File: src/rtl/asram_pkg.sv
package asram_pkg;

  typedef enum logic [2:0] {
    PH_IDLE,
    PH_WSETUP,
    PH_WPULSE,
    PH_WHOLD,
    PH_RACCESS,
    PH_DONE
  } phase_e;

  // strobes from the sequencer to the datapath, all registered
  typedef struct packed {
    logic chipSel;
    logic writeEn;
    logic outEn;
    logic drive;
    logic capture;
    logic done;
  } strobe_t;

  function automatic int cyclesFor(int ns, int periodNs);
    return (ns + periodNs - 1) / periodNs;
  endfunction

  function automatic int maxOf(int a, int b);
    return (a > b) ? a : b;
  endfunction

endpackage

File: src/rtl/asram_seq.sv
module asram_seq
  import asram_pkg::*;
#(
  parameter int SETUP_CYC = 1,
  parameter int WE_CYC    = 3,
  parameter int HOLD_CYC  = 1,
  parameter int RD_CYC    = 3
) (
  input  logic    clk,
  input  logic    rstN,
  input  logic    reqValid,
  input  logic    reqWrite,
  output logic    reqReady,
  output logic    load,
  output strobe_t strb
);

  localparam int MAX_CYC = maxOf(maxOf(SETUP_CYC, WE_CYC), maxOf(HOLD_CYC, RD_CYC));
  localparam int CNT_W   = $clog2(MAX_CYC + 1);

  localparam logic [CNT_W-1:0] SETUP_LAST = CNT_W'(SETUP_CYC - 1);
  localparam logic [CNT_W-1:0] WE_LAST    = CNT_W'(WE_CYC - 1);
  localparam logic [CNT_W-1:0] HOLD_LAST  = CNT_W'(HOLD_CYC - 1);
  localparam logic [CNT_W-1:0] RD_LAST    = CNT_W'(RD_CYC - 1);

  phase_e           phase, phaseNext;
  logic [CNT_W-1:0] cnt, cntNext;

  function automatic strobe_t decode(phase_e p, logic [CNT_W-1:0] c);
    strobe_t s;
    s         = '0;
    s.chipSel = (p == PH_WSETUP) || (p == PH_WPULSE) || (p == PH_WHOLD) || (p == PH_RACCESS);
    s.writeEn = (p == PH_WPULSE);
    s.outEn   = (p == PH_RACCESS);
    s.drive   = (p == PH_WPULSE) || (p == PH_WHOLD);
    s.capture = (p == PH_RACCESS) && (c == RD_LAST);
    s.done    = (p == PH_DONE);
    return s;
  endfunction

  always_comb begin
    phaseNext = phase;
    cntNext   = cnt + 1'b1;
    load      = 1'b0;
    case (phase)
      PH_IDLE: begin
        cntNext = '0;
        if (reqValid) begin
          load      = 1'b1;
          phaseNext = reqWrite ? PH_WSETUP : PH_RACCESS;
        end
      end
      PH_WSETUP:  if (cnt == SETUP_LAST) begin phaseNext = PH_WPULSE; cntNext = '0; end
      PH_WPULSE:  if (cnt == WE_LAST)    begin phaseNext = PH_WHOLD;  cntNext = '0; end
      PH_WHOLD:   if (cnt == HOLD_LAST)  begin phaseNext = PH_DONE;   cntNext = '0; end
      PH_RACCESS: if (cnt == RD_LAST)    begin phaseNext = PH_DONE;   cntNext = '0; end
      PH_DONE:    begin phaseNext = PH_IDLE; cntNext = '0; end
      default:    begin phaseNext = PH_IDLE; cntNext = '0; end
    endcase
  end

  always_ff @(posedge clk) begin
    if (!rstN) begin
      phase <= PH_IDLE;
      cnt   <= '0;
      strb  <= '0;
    end else begin
      phase <= phaseNext;
      cnt   <= cntNext;
      strb  <= decode(phaseNext, cntNext);
    end
  end

  assign reqReady = (phase == PH_IDLE);

endmodule

File: src/rtl/asram_datapath.sv
module asram_datapath
  import asram_pkg::*;
#(
  parameter int ADDR_W = 17,
  parameter int DATA_W = 8
) (
  input  logic              clk,
  input  logic              rstN,
  input  logic              load,
  input  strobe_t           strb,
  input  logic [ADDR_W-1:0] reqAddr,
  input  logic [DATA_W-1:0] reqWdata,
  input  logic [DATA_W-1:0] memDin,
  output logic [ADDR_W-1:0] memAddr,
  output logic [DATA_W-1:0] memDout,
  output logic              memDoe,
  output logic              memCe1N,
  output logic              memCe2,
  output logic              memWeN,
  output logic              memOeN,
  output logic [DATA_W-1:0] rspRdata,
  output logic              rspDone
);

  logic [ADDR_W-1:0] addrQ;
  logic [DATA_W-1:0] wdataQ;
  logic [DATA_W-1:0] rdataQ;

  always_ff @(posedge clk) begin
    if (!rstN) begin
      addrQ  <= '0;
      wdataQ <= '0;
      rdataQ <= '0;
    end else begin
      if (load) begin
        addrQ  <= reqAddr;
        wdataQ <= reqWdata;
      end
      if (strb.capture) rdataQ <= memDin;
    end
  end

  assign memAddr  = addrQ;
  assign memDout  = wdataQ;
  assign memDoe   = strb.drive;
  assign memCe1N  = ~strb.chipSel;
  assign memCe2   = strb.chipSel;
  assign memWeN   = ~strb.writeEn;
  assign memOeN   = ~strb.outEn;
  assign rspRdata = rdataQ;
  assign rspDone  = strb.done;

endmodule

File: src/rtl/asram_ctrl.sv
module asram_ctrl
  import asram_pkg::*;
#(
  parameter int ADDR_W     = 17,
  parameter int DATA_W     = 8,
  parameter int CLK_NS     = 5,
  parameter int T_WPULSE_NS = 12,
  parameter int T_DSETUP_NS = 8,
  parameter int T_CEEND_NS  = 12,
  parameter int T_ASETUP_NS = 12,
  parameter int T_WCYC_NS   = 15,
  parameter int T_RCYC_NS   = 15,
  parameter int T_OEDATA_NS = 7,
  parameter int SETUP_CYC  = 1,
  parameter int HOLD_CYC   = 1
) (
  input  logic              clk,
  input  logic              rstN,
  input  logic              reqValid,
  input  logic              reqWrite,
  input  logic [ADDR_W-1:0] reqAddr,
  input  logic [DATA_W-1:0] reqWdata,
  output logic              reqReady,
  output logic              rspDone,
  output logic [DATA_W-1:0] rspRdata,
  output logic [ADDR_W-1:0] memAddr,
  output logic [DATA_W-1:0] memDout,
  output logic              memDoe,
  input  logic [DATA_W-1:0] memDin,
  output logic              memCe1N,
  output logic              memCe2,
  output logic              memWeN,
  output logic              memOeN
);

  // write strobe covers pulse width, data setup and the select/address-to-end minima
  localparam int WE_CYC = maxOf(
      maxOf(cyclesFor(T_WPULSE_NS, CLK_NS), cyclesFor(T_DSETUP_NS, CLK_NS)),
      maxOf(cyclesFor(T_CEEND_NS, CLK_NS) - SETUP_CYC, cyclesFor(T_ASETUP_NS, CLK_NS) - SETUP_CYC));
  localparam int HOLD_EFF = maxOf(HOLD_CYC, cyclesFor(T_WCYC_NS, CLK_NS) - SETUP_CYC - WE_CYC);
  localparam int RD_CYC   = maxOf(cyclesFor(T_RCYC_NS, CLK_NS), cyclesFor(T_OEDATA_NS, CLK_NS));

  strobe_t strb;
  logic    load;

  asram_seq #(
    .SETUP_CYC(SETUP_CYC),
    .WE_CYC   (WE_CYC),
    .HOLD_CYC (HOLD_EFF),
    .RD_CYC   (RD_CYC)
  ) u_seq (
    .clk     (clk),
    .rstN    (rstN),
    .reqValid(reqValid),
    .reqWrite(reqWrite),
    .reqReady(reqReady),
    .load    (load),
    .strb    (strb)
  );

  asram_datapath #(
    .ADDR_W(ADDR_W),
    .DATA_W(DATA_W)
  ) u_dp (
    .clk     (clk),
    .rstN    (rstN),
    .load    (load),
    .strb    (strb),
    .reqAddr (reqAddr),
    .reqWdata(reqWdata),
    .memDin  (memDin),
    .memAddr (memAddr),
    .memDout (memDout),
    .memDoe  (memDoe),
    .memCe1N (memCe1N),
    .memCe2  (memCe2),
    .memWeN  (memWeN),
    .memOeN  (memOeN),
    .rspRdata(rspRdata),
    .rspDone (rspDone)
  );

endmodule

File: config.mk
export PLATFORM = sky130hd
export DESIGN_NAME = asram_ctrl
export DESIGN_NICKNAME = d
export VERILOG_FILES = /design/src/rtl/asram_pkg.sv /design/src/rtl/asram_seq.sv /design/src/rtl/asram_datapath.sv /design/src/rtl/asram_ctrl.sv
export SDC_FILE = /design/constraint.sdc
export NUM_CORES = 1
export LEC_CHECK = 0
export ABC_AREA = 1
export CORE_MARGIN = 4
export CORE_UTILIZATION = 40
export CTS_CLUSTER_DIAMETER = 150
export CTS_CLUSTER_SIZE = 30
export DETAILED_ROUTE_END_ITERATION = 10
export GPL_TIMING_DRIVEN = 0
export MAX_ROUTING_LAYER = met4
export PLACE_DENSITY = 0.79
export SKIP_LAST_GASP = 1
export SYNTH_ARGS = -nofsm -noshare
export SYNTH_HDL_FRONTEND = slang
export SYNTH_SLANG_ARGS = --single-unit
File: constraint.sdc
create_clock -name clk -period 3.3 [get_ports clk]
set_input_delay 0.66 -clock clk [delete_from_list [all_inputs] [get_ports clk]]
set_output_delay 0.66 -clock clk [all_outputs]
set_load 0.01 [all_outputs]
==> results.md, run 1 <==
- Fin crit period: 2.484 ns
- Post-DRT Antenna Nets: 0
- Setup_tns: 0 ns
- Max incr delay on CP: 0.55 ns
- Slew Limit Fails: 0
- DRT iter0 DRCs: 91
- CTS tree: built
- H-Tree Depth: 2
- Initial antenna violation count: 0
- Area leader, netlist: dfxtp_1
- Final worst path period share: 75.29%
- Site row count: 23
- Antenna Cells: 0
- Vias in the first global route: 1,504
- Area contributors post-synth: dfxtp_1 (51%), nand2_1 (9.9%), nand3_1 (8.8%)
- Core outline area: 4058 µm²
- Die area: 5386 µm²
- Nets@finish: 341
- Synth Area in Compound Gates: 10.53%
- EDFF count, synth: 0
- DRC: 0
- DRT Wirelength: 4.381 mm
- Status: complete, no violations
- Synth Register Bits: 44
- CP Capture Type: output port
- Power Density: 490.5 nW/µm²
- Worst setup SP type: flop
- Mux contribution to synthesized area: 0%
- Largest net degree at the start of global routing: 13
- Yosys warnings: 0
- Min Hold Slack: 0.4663 ns
- Largest family of logic cells by synthesized area: simple AND/OR/NAND/NOR gates
- Crit path buf inv count: 3
- Critical path required time: 2.64 ns
- Worst EP arrival: 1.82 ns
- RSZ-0062 raised after global routing: false
- Vias per cell: 4.846
- Register area share after synthesis: 51.50%
- Ports: 77
- Post-synthesis cell count: 219
- Tightest Pin Transition: 0.4524 ns
- Port Buffers: 75
- Chip width: 73.39 µm
- Drt pass-1 iters: 4
- Worst skew pair latency: 0.29 ns
- Internal power: 0.0009017 W
- CTS clk-pin slew, worst paths: 0.08 ns
- Finished Cell Area: 2601 µm²
- CP delay by family, top: buffers and inverters
- Simple-Gate Fraction of Synth Area: 29.48%
- Post-Synthesis Cell Area: 1710 µm²
- Die height: 73.39 µm
- Crit Path Class: flop to output port
- Final Hold Fails: 0
- Worst path cell trace: inv_2 > nand2_2 > nor2_4 > buf_4 > clkdlybuf4s50_1
- Max Freq: 402.5 MHz
- Gpl congestion: 0.8111
- Xor and xnor area share after synthesis: 0%
- Post-DR wirelength/cell: 12.48 µm
- Count leader, synth: nand2_1
- Max_slew headroom: 69.84%
- Via count: 1,701
- CP max-delay cell: clkdlybuf4s50_1
- Global-route wire length before repair: 6.789 mm
- Ys async rst share: 0%
- Top cell type's share of synthesized area: 51.50%
- Root Buffer: clkbuf_8
- Power share of the combinational group: 28.0%
- Post-Synthesis Net Count: 259
- Clock power share: 24.6%
- Dpl hpwl: 3.268 mm
- Hold_buf cts: 0
- Total clock buffers created by CTS: 5
- Main synth FF type: dfxtp_1
- Synth cell types: 22
- Seq pwr share: 47.3%
- Grt total ovfl: 0
- Fin Clk Skew: 0.01007 ns
- Post_cts resized: 0
- Worst VDD drop: 0.2917 mV
- Syn-to-layout area delta: 52.08%
- Dpl cell area: 2524 µm²
- Max-cap violation count: 0
- Final worst setup slack: 0.8155 ns
- Total Routing Usage GR: 16.66%
- Switch Pwr: 0.0003742 W
- Clock Sink Count: 44
- Min-delay worst type: flop to flop
- Pre-CTS setup slack: 1.143 ns
- Final setup violating endpoints: 0
- Maximum root-to-sink buffer count: 2
- Share of layout cells above drive strength 1: 6.977%
- Critical path fanouts, max: 10
- Synth Area in Adders: 2.195%
- Sw Ratio: 29.33%
- Static Leak: 1.043 nW
- Mapped Avg Cell Area: 7.810 µm²
- Initial Util: 42.15%
- # Post-CTS Setup Buffers: 0
- Synth top cells by count: nand2_1 (45), dfxtp_1 (44), nand3_1 (30)
## metal layers
metal,global-route usage (%),part of all wire (%),up-vias
met2,25.32,45,65
met1,20.66,44,751
met5,-,0,-
li1,-,-,879
met4,5.835,1.4,0
met3,5.609,9.0,6
## layout make-up
type | instances | area, µm²
Inverter | 13 | 48.80
Buffer | 11 | 58.81
Fill cell | 340 | 1456
Tap cell | 50 | 62.56
Clock inverter | 1 | 5.005
Clock buffer | 6 | 72.57
Timing Repair Buffer | 75 | 750.7
Multi-Input combinational cell | 151 | 721.9
Sequential cell | 44 | 880.8
## placed cells by master, fill, tap and decap left out
| cell type | instances |
|---|---|
| nand3_1 | 30 |
| clkinv_2 | 1 |
| a21oi_1 | 27 |
| and2_1 | 1 |
| o21ai_0 | 9 |
| nor3_1 | 1 |
| nand2_2 | 1 |
| nand2_1 | 45 |
| clkbuf_8 | 5 |
| nor2_2 | 2 |
| clkbuf_2 | 1 |
| nor2_1 | 26 |
| ha_1 | 3 |
| buf_2 | 1 |
| inv_2 | 3 |
| buf_1 | 2 |
| clkdlybuf4s50_1 | 75 |
| nand3_2 | 1 |
| nand4_1 | 3 |
| clkbuf_1 | 4 |
| nand3_4 | 1 |
| buf_4 | 4 |
| inv_1 | 10 |
| nor2_4 | 1 |
| dfxtp_1 | 44 |
## tightest hold or removal path: stages (launching register included)
cell and delay (ns):
dfxtp_1 0.31, nand2_1 0.06, a21oi_1 0.05
## cells by family (layout without fill, tap and decap cells)
kind of cell	Yosys count	after routing
AOI/OAI and AO/OA	36	36
adders and majority gates	3	3
buffers and inverters	24	106
DFF	44	44
and+or+nand+nor	112	112
## worst paths after layout
path / slack, ns / from / cells after the start / endpoint
min reg2reg: 0.47 / u_dp.memDout[3] / 2 / u_dp.memDout[3]
max reg2reg: 1.96 / u_seq.cnt[0] / 8 / u_seq.strb[5]
max: 0.82 / u_seq.phase[0] / 5 / reqReady
min: 0.47 / u_dp.memDout[3] / 2 / u_dp.memDout[3]
## metrics by stage
stage	instances	total power, W	utilization (%)
2_1_floorplan	219	0.0007996	-
3_3_place_gp	344	0.0009692	62.20
3_5_place_dp	344	0.0009741	62.20
4_1_cts	351	0.001289	64.11
5_1_grt	351	0.001350	64.11
6_report	351	0.001276	64.11
## sequential cells by signal, indices dropped and copies added, names as in the netlist
name and count:
u_dp.memAddr 17, u_dp.memDout 8, u_dp.rspRdata 8, u_seq.cnt 2, u_seq.phase 3, u_seq.strb 6
## power groups by stage
stage / clock network [W] / logic, W / registers, W
floorplan: 0 / 0.000168 / 0.000632
global placement: 0 / 0.000355 / 0.000614
detailed placement: 0 / 0.000358 / 0.000616
CTS: 0.000324 / 0.000361 / 0.000604
global route: 0.000347 / 0.000394 / 0.000609
finish: 0.000314 / 0.000358 / 0.000604
Power figures use the tool's default switching activity.
==> run 2, diff against run 1 <==
==> constraint.sdc (replaced) <==
create_clock -name clk -period 2.3 [get_ports clk]
set_input_delay 0.46 -clock clk [delete_from_list [all_inputs] [get_ports clk]]
set_output_delay 0.46 -clock clk [all_outputs]
set_load 0.01 [all_outputs]
==> run 2 against run 1 <==
Against the previous run: count of clock-buffer cells in the layout unchanged; core utilization grew 0.37 points; via count is 0.41% lower; clock skew rose by 0.0010 ns; first-iteration DRC count grew 15%; design area up 0.58%; global-route usage unchanged; cell count rose by 0.57%; combinational power grew 48%; setup slack got worse by 0.69 ns; die area did not move; critical endpoint unchanged; largest cell class unchanged; largest power group unchanged.
==> results.md, run 2 (synthesized netlist as in run 1, its figures left out) <==
- Status: complete, no violations
- Final Hold Fails: 0 (unchanged)
- Vias in the first global route: 1,504 (unchanged)
- CTS tree: built
- Worst EP arrival: 1.72 ns (-0.10 ns)
- Die height: 73.39 µm (unchanged)
- Fin Clk Skew: 0.01111 ns (+0.001041 ns)
- Max Freq: 459.3 MHz
- Beginning of the worst register-to-register path: u_seq.phase[1]
- Final worst path period share: 94.66%
- Initial antenna violation count: 0 (unchanged)
- DRC: 0 (unchanged)
- DRT iter0 DRCs: 105 (+15%)
- Die area: 5386 µm² (unchanged)
- Initial Util: 42.15% (unchanged)
- Seq pwr share: 46.9% (-0.4 points)
- Static Leak: 1.052 nW (+0.86%)
- Critical path required time: 1.84 ns (-0.80 ns)
- Switch Pwr: 0.0005413 W (+45%)
- Setup_tns: 0 ns (unchanged)
- Final worst setup slack: 0.1229 ns (-0.6926 ns)
- Grt total ovfl: 0 (unchanged)
- Fin crit period: 2.177 ns
- Max_slew headroom: 70.19% (+0.35 points)
- Dpl hpwl: 3.268 mm (unchanged)
- Crit path from: u_seq.phase[0]
- Clock Sink Count: 44 (unchanged)
- Maximum root-to-sink buffer count: 2 (unchanged)
- Drt pass-1 iters: 4 (unchanged)
- Post_cts resized: 0 (unchanged)
- Min-delay worst type: flop to flop
- Ports: 77 (unchanged)
- Largest net degree at the start of global routing: 13 (unchanged)
- Max-cap violation count: 0 (unchanged)
- Slew Limit Fails: 0 (unchanged)
- Most common cell after layout, fill and taps aside: clkdlybuf4s50_1
- Pre-CTS setup slack: 0.3429 ns (-0.8000 ns)
- Worst path cell trace: inv_2 > nand2_2 > nor2_4 > buf_4 > clkdlybuf4s50_1
- Total Routing Usage GR: 16.66% (unchanged)
- Register area: 880.8 µm² (unchanged)
- H-Tree Depth: 2 (unchanged)
- Crit Path Class: flop to output port
- Global-route wire length before repair: 6.789 mm (unchanged)
- Site row count: 23 (unchanged)
- Worst setup SP type: flop
- Chip width: 73.39 µm (unchanged)
- Vias per cell: 4.799 (-0.98%)
- Nets@finish: 343 (+0.59%)
- Share of layout cells above drive strength 1: 7.591% (+0.61 points)
- CP delay by family, top: buffers and inverters
- Worst skew pair latency: 0.29 ns (about the same)
- CTS clk-pin slew, worst paths: 0.08 ns (about the same)
- Most frequent cells in the layout: clkdlybuf4s50_1 (75), nand2_1 (45), dfxtp_1 (44)
- Max reg flops: 17 (unchanged)
- Total clock buffers created by CTS: 5 (unchanged)
- Worst VDD drop: 0.4180 mV (+43%)
- Power Density: 706.3 nW/µm² (+44%)
- Syn-to-layout area delta: 52.96%
- RSZ-0062 raised after global routing: false
- Max incr delay on CP: 0.55 ns (about the same)
- CP Capture Type: output port
- Core outline area: 4058 µm² (unchanged)
- Post-DR wirelength/cell: 12.55 µm (+0.55%)
- Final setup violating endpoints: 0 (unchanged)
- CP max-delay cell: clkdlybuf4s50_1
- Sw Ratio: 29.29% (-0.035 points)
- Root Buffer: clkbuf_8
- Antenna Cells: 0 (unchanged)
- Clock power share: 24.4% (-0.2 points)
- Critical path fanouts, max: 10 (unchanged)
- Area of the multi-input gates: 721.9 µm² (unchanged)
- Fillers: 338 (-0.59%)
- Post-DRT Antenna Nets: 0 (unchanged)
- Tightest Pin Transition: 0.4472 ns (-0.005189 ns)
- Internal power: 0.001306 W (+45%)
- DRT Wirelength: 4.430 mm (+1.1%)
- Power share of the combinational group: 28.7% (+0.7 points)
- Gpl congestion: 0.8111 (unchanged)
- Crit path buf inv count: 3 (unchanged)
- Hold path start: u_dp.memDout[3]
- Port Buffers: 75 (unchanged)
- Via count: 1,694 (-0.41%)
[run 2: changes by cell type in the layout (fill, tap and decap cells not counted)]
cell,change
buf_4,+2
[run 2: per-layer routing]
metal	routed length, µm	part of all wire [%]	GRT usage, %
met5	0	0	-
met4	62	1.4	5.835
met3	349	7.9	5.609
met2	2003	45	25.32
met1	2015	45	20.66
[run 2: tightest hold or removal path, cell delays in order (launching register included)]
cell and delay (ns):
dfxtp_1 0.31, nand2_1 0.06, a21oi_1 0.05
[run 2: area by class of cell]
type	instances	area share, %
well taps	50	2.391
multi-input cells	151	27.59
repair buffers	77	29.27
plain buffers	11	2.248
inverters	13	1.865
clock inverters	1	0.1913
clock buffers	6	2.774
flip-flops and latches	44	33.67
[run 2: worst paths after layout]
| check | to | slack (ns) | depth (start not counted) |
|---|---|---|---|
| worst max register to register | u_seq.strb[5] | 0.91 | 10 |
| worst min-delay path | u_dp.memDout[3] | 0.47 | 2 |
| worst min register to register | u_dp.memDout[3] | 0.47 | 2 |
| worst max-delay path | reqReady | 0.12 | 5 |
[run 2: power by group through the flow]
stage	clock (W)	combinational [W]	sequential [W]
after floorplan	0	0.000240	0.000907
after global placement	0	0.000509	0.000882
after detailed placement	0	0.000514	0.000884
after CTS	0.000465	0.000517	0.000866
after global routing	0.000498	0.000581	0.000875
final	0.000451	0.000531	0.000867
[run 2: repair_timing]
item                       4_1_cts  5_1_grt
buffers inserted                 0        2
hold buffers                     0        0
setup endpoints to repair        0        1
[run 2: stage by stage]
| stage | total power, W | hold slack (ns) | utilization [%] | std cells | instance area, µm² |
|---|---|---|---|---|---|
| after floorplan | 0.001147 | 0.4875 | - | 219 | 1710 |
| after global placement | 0.001391 | 0.4499 | 62.20 | 344 | 2524 |
| after detailed placement | 0.001398 | 0.4560 | 62.20 | 344 | 2524 |
| after global routing | 0.001953 | 0.4759 | 64.48 | 353 | 2616 |
| final | 0.001848 | 0.4662 | 64.48 | 353 | 2616 |
| after CTS | 0.001849 | 0.4681 | 64.11 | 351 | 2601 |
==> run 3, diff against run 2 <==
--- a/config.mk
+++ b/config.mk
@@ -6,6 +6,7 @@
 export NUM_CORES = 1
 export LEC_CHECK = 0
 export ABC_AREA = 1
+export CAP_MARGIN = 20
 export CORE_MARGIN = 4
 export CORE_UTILIZATION = 40
 export CTS_CLUSTER_DIAMETER = 150
@@ -14,6 +15,7 @@
 export GPL_TIMING_DRIVEN = 0
 export MAX_ROUTING_LAYER = met4
 export PLACE_DENSITY = 0.79
+export SKIP_CTS_REPAIR_TIMING = 1
 export SKIP_LAST_GASP = 1
 export SYNTH_ARGS = -nofsm -noshare
 export SYNTH_HDL_FRONTEND = slang
==> results of run 3 <==
Final layout, timing and power as in run 2 (identical DEF).
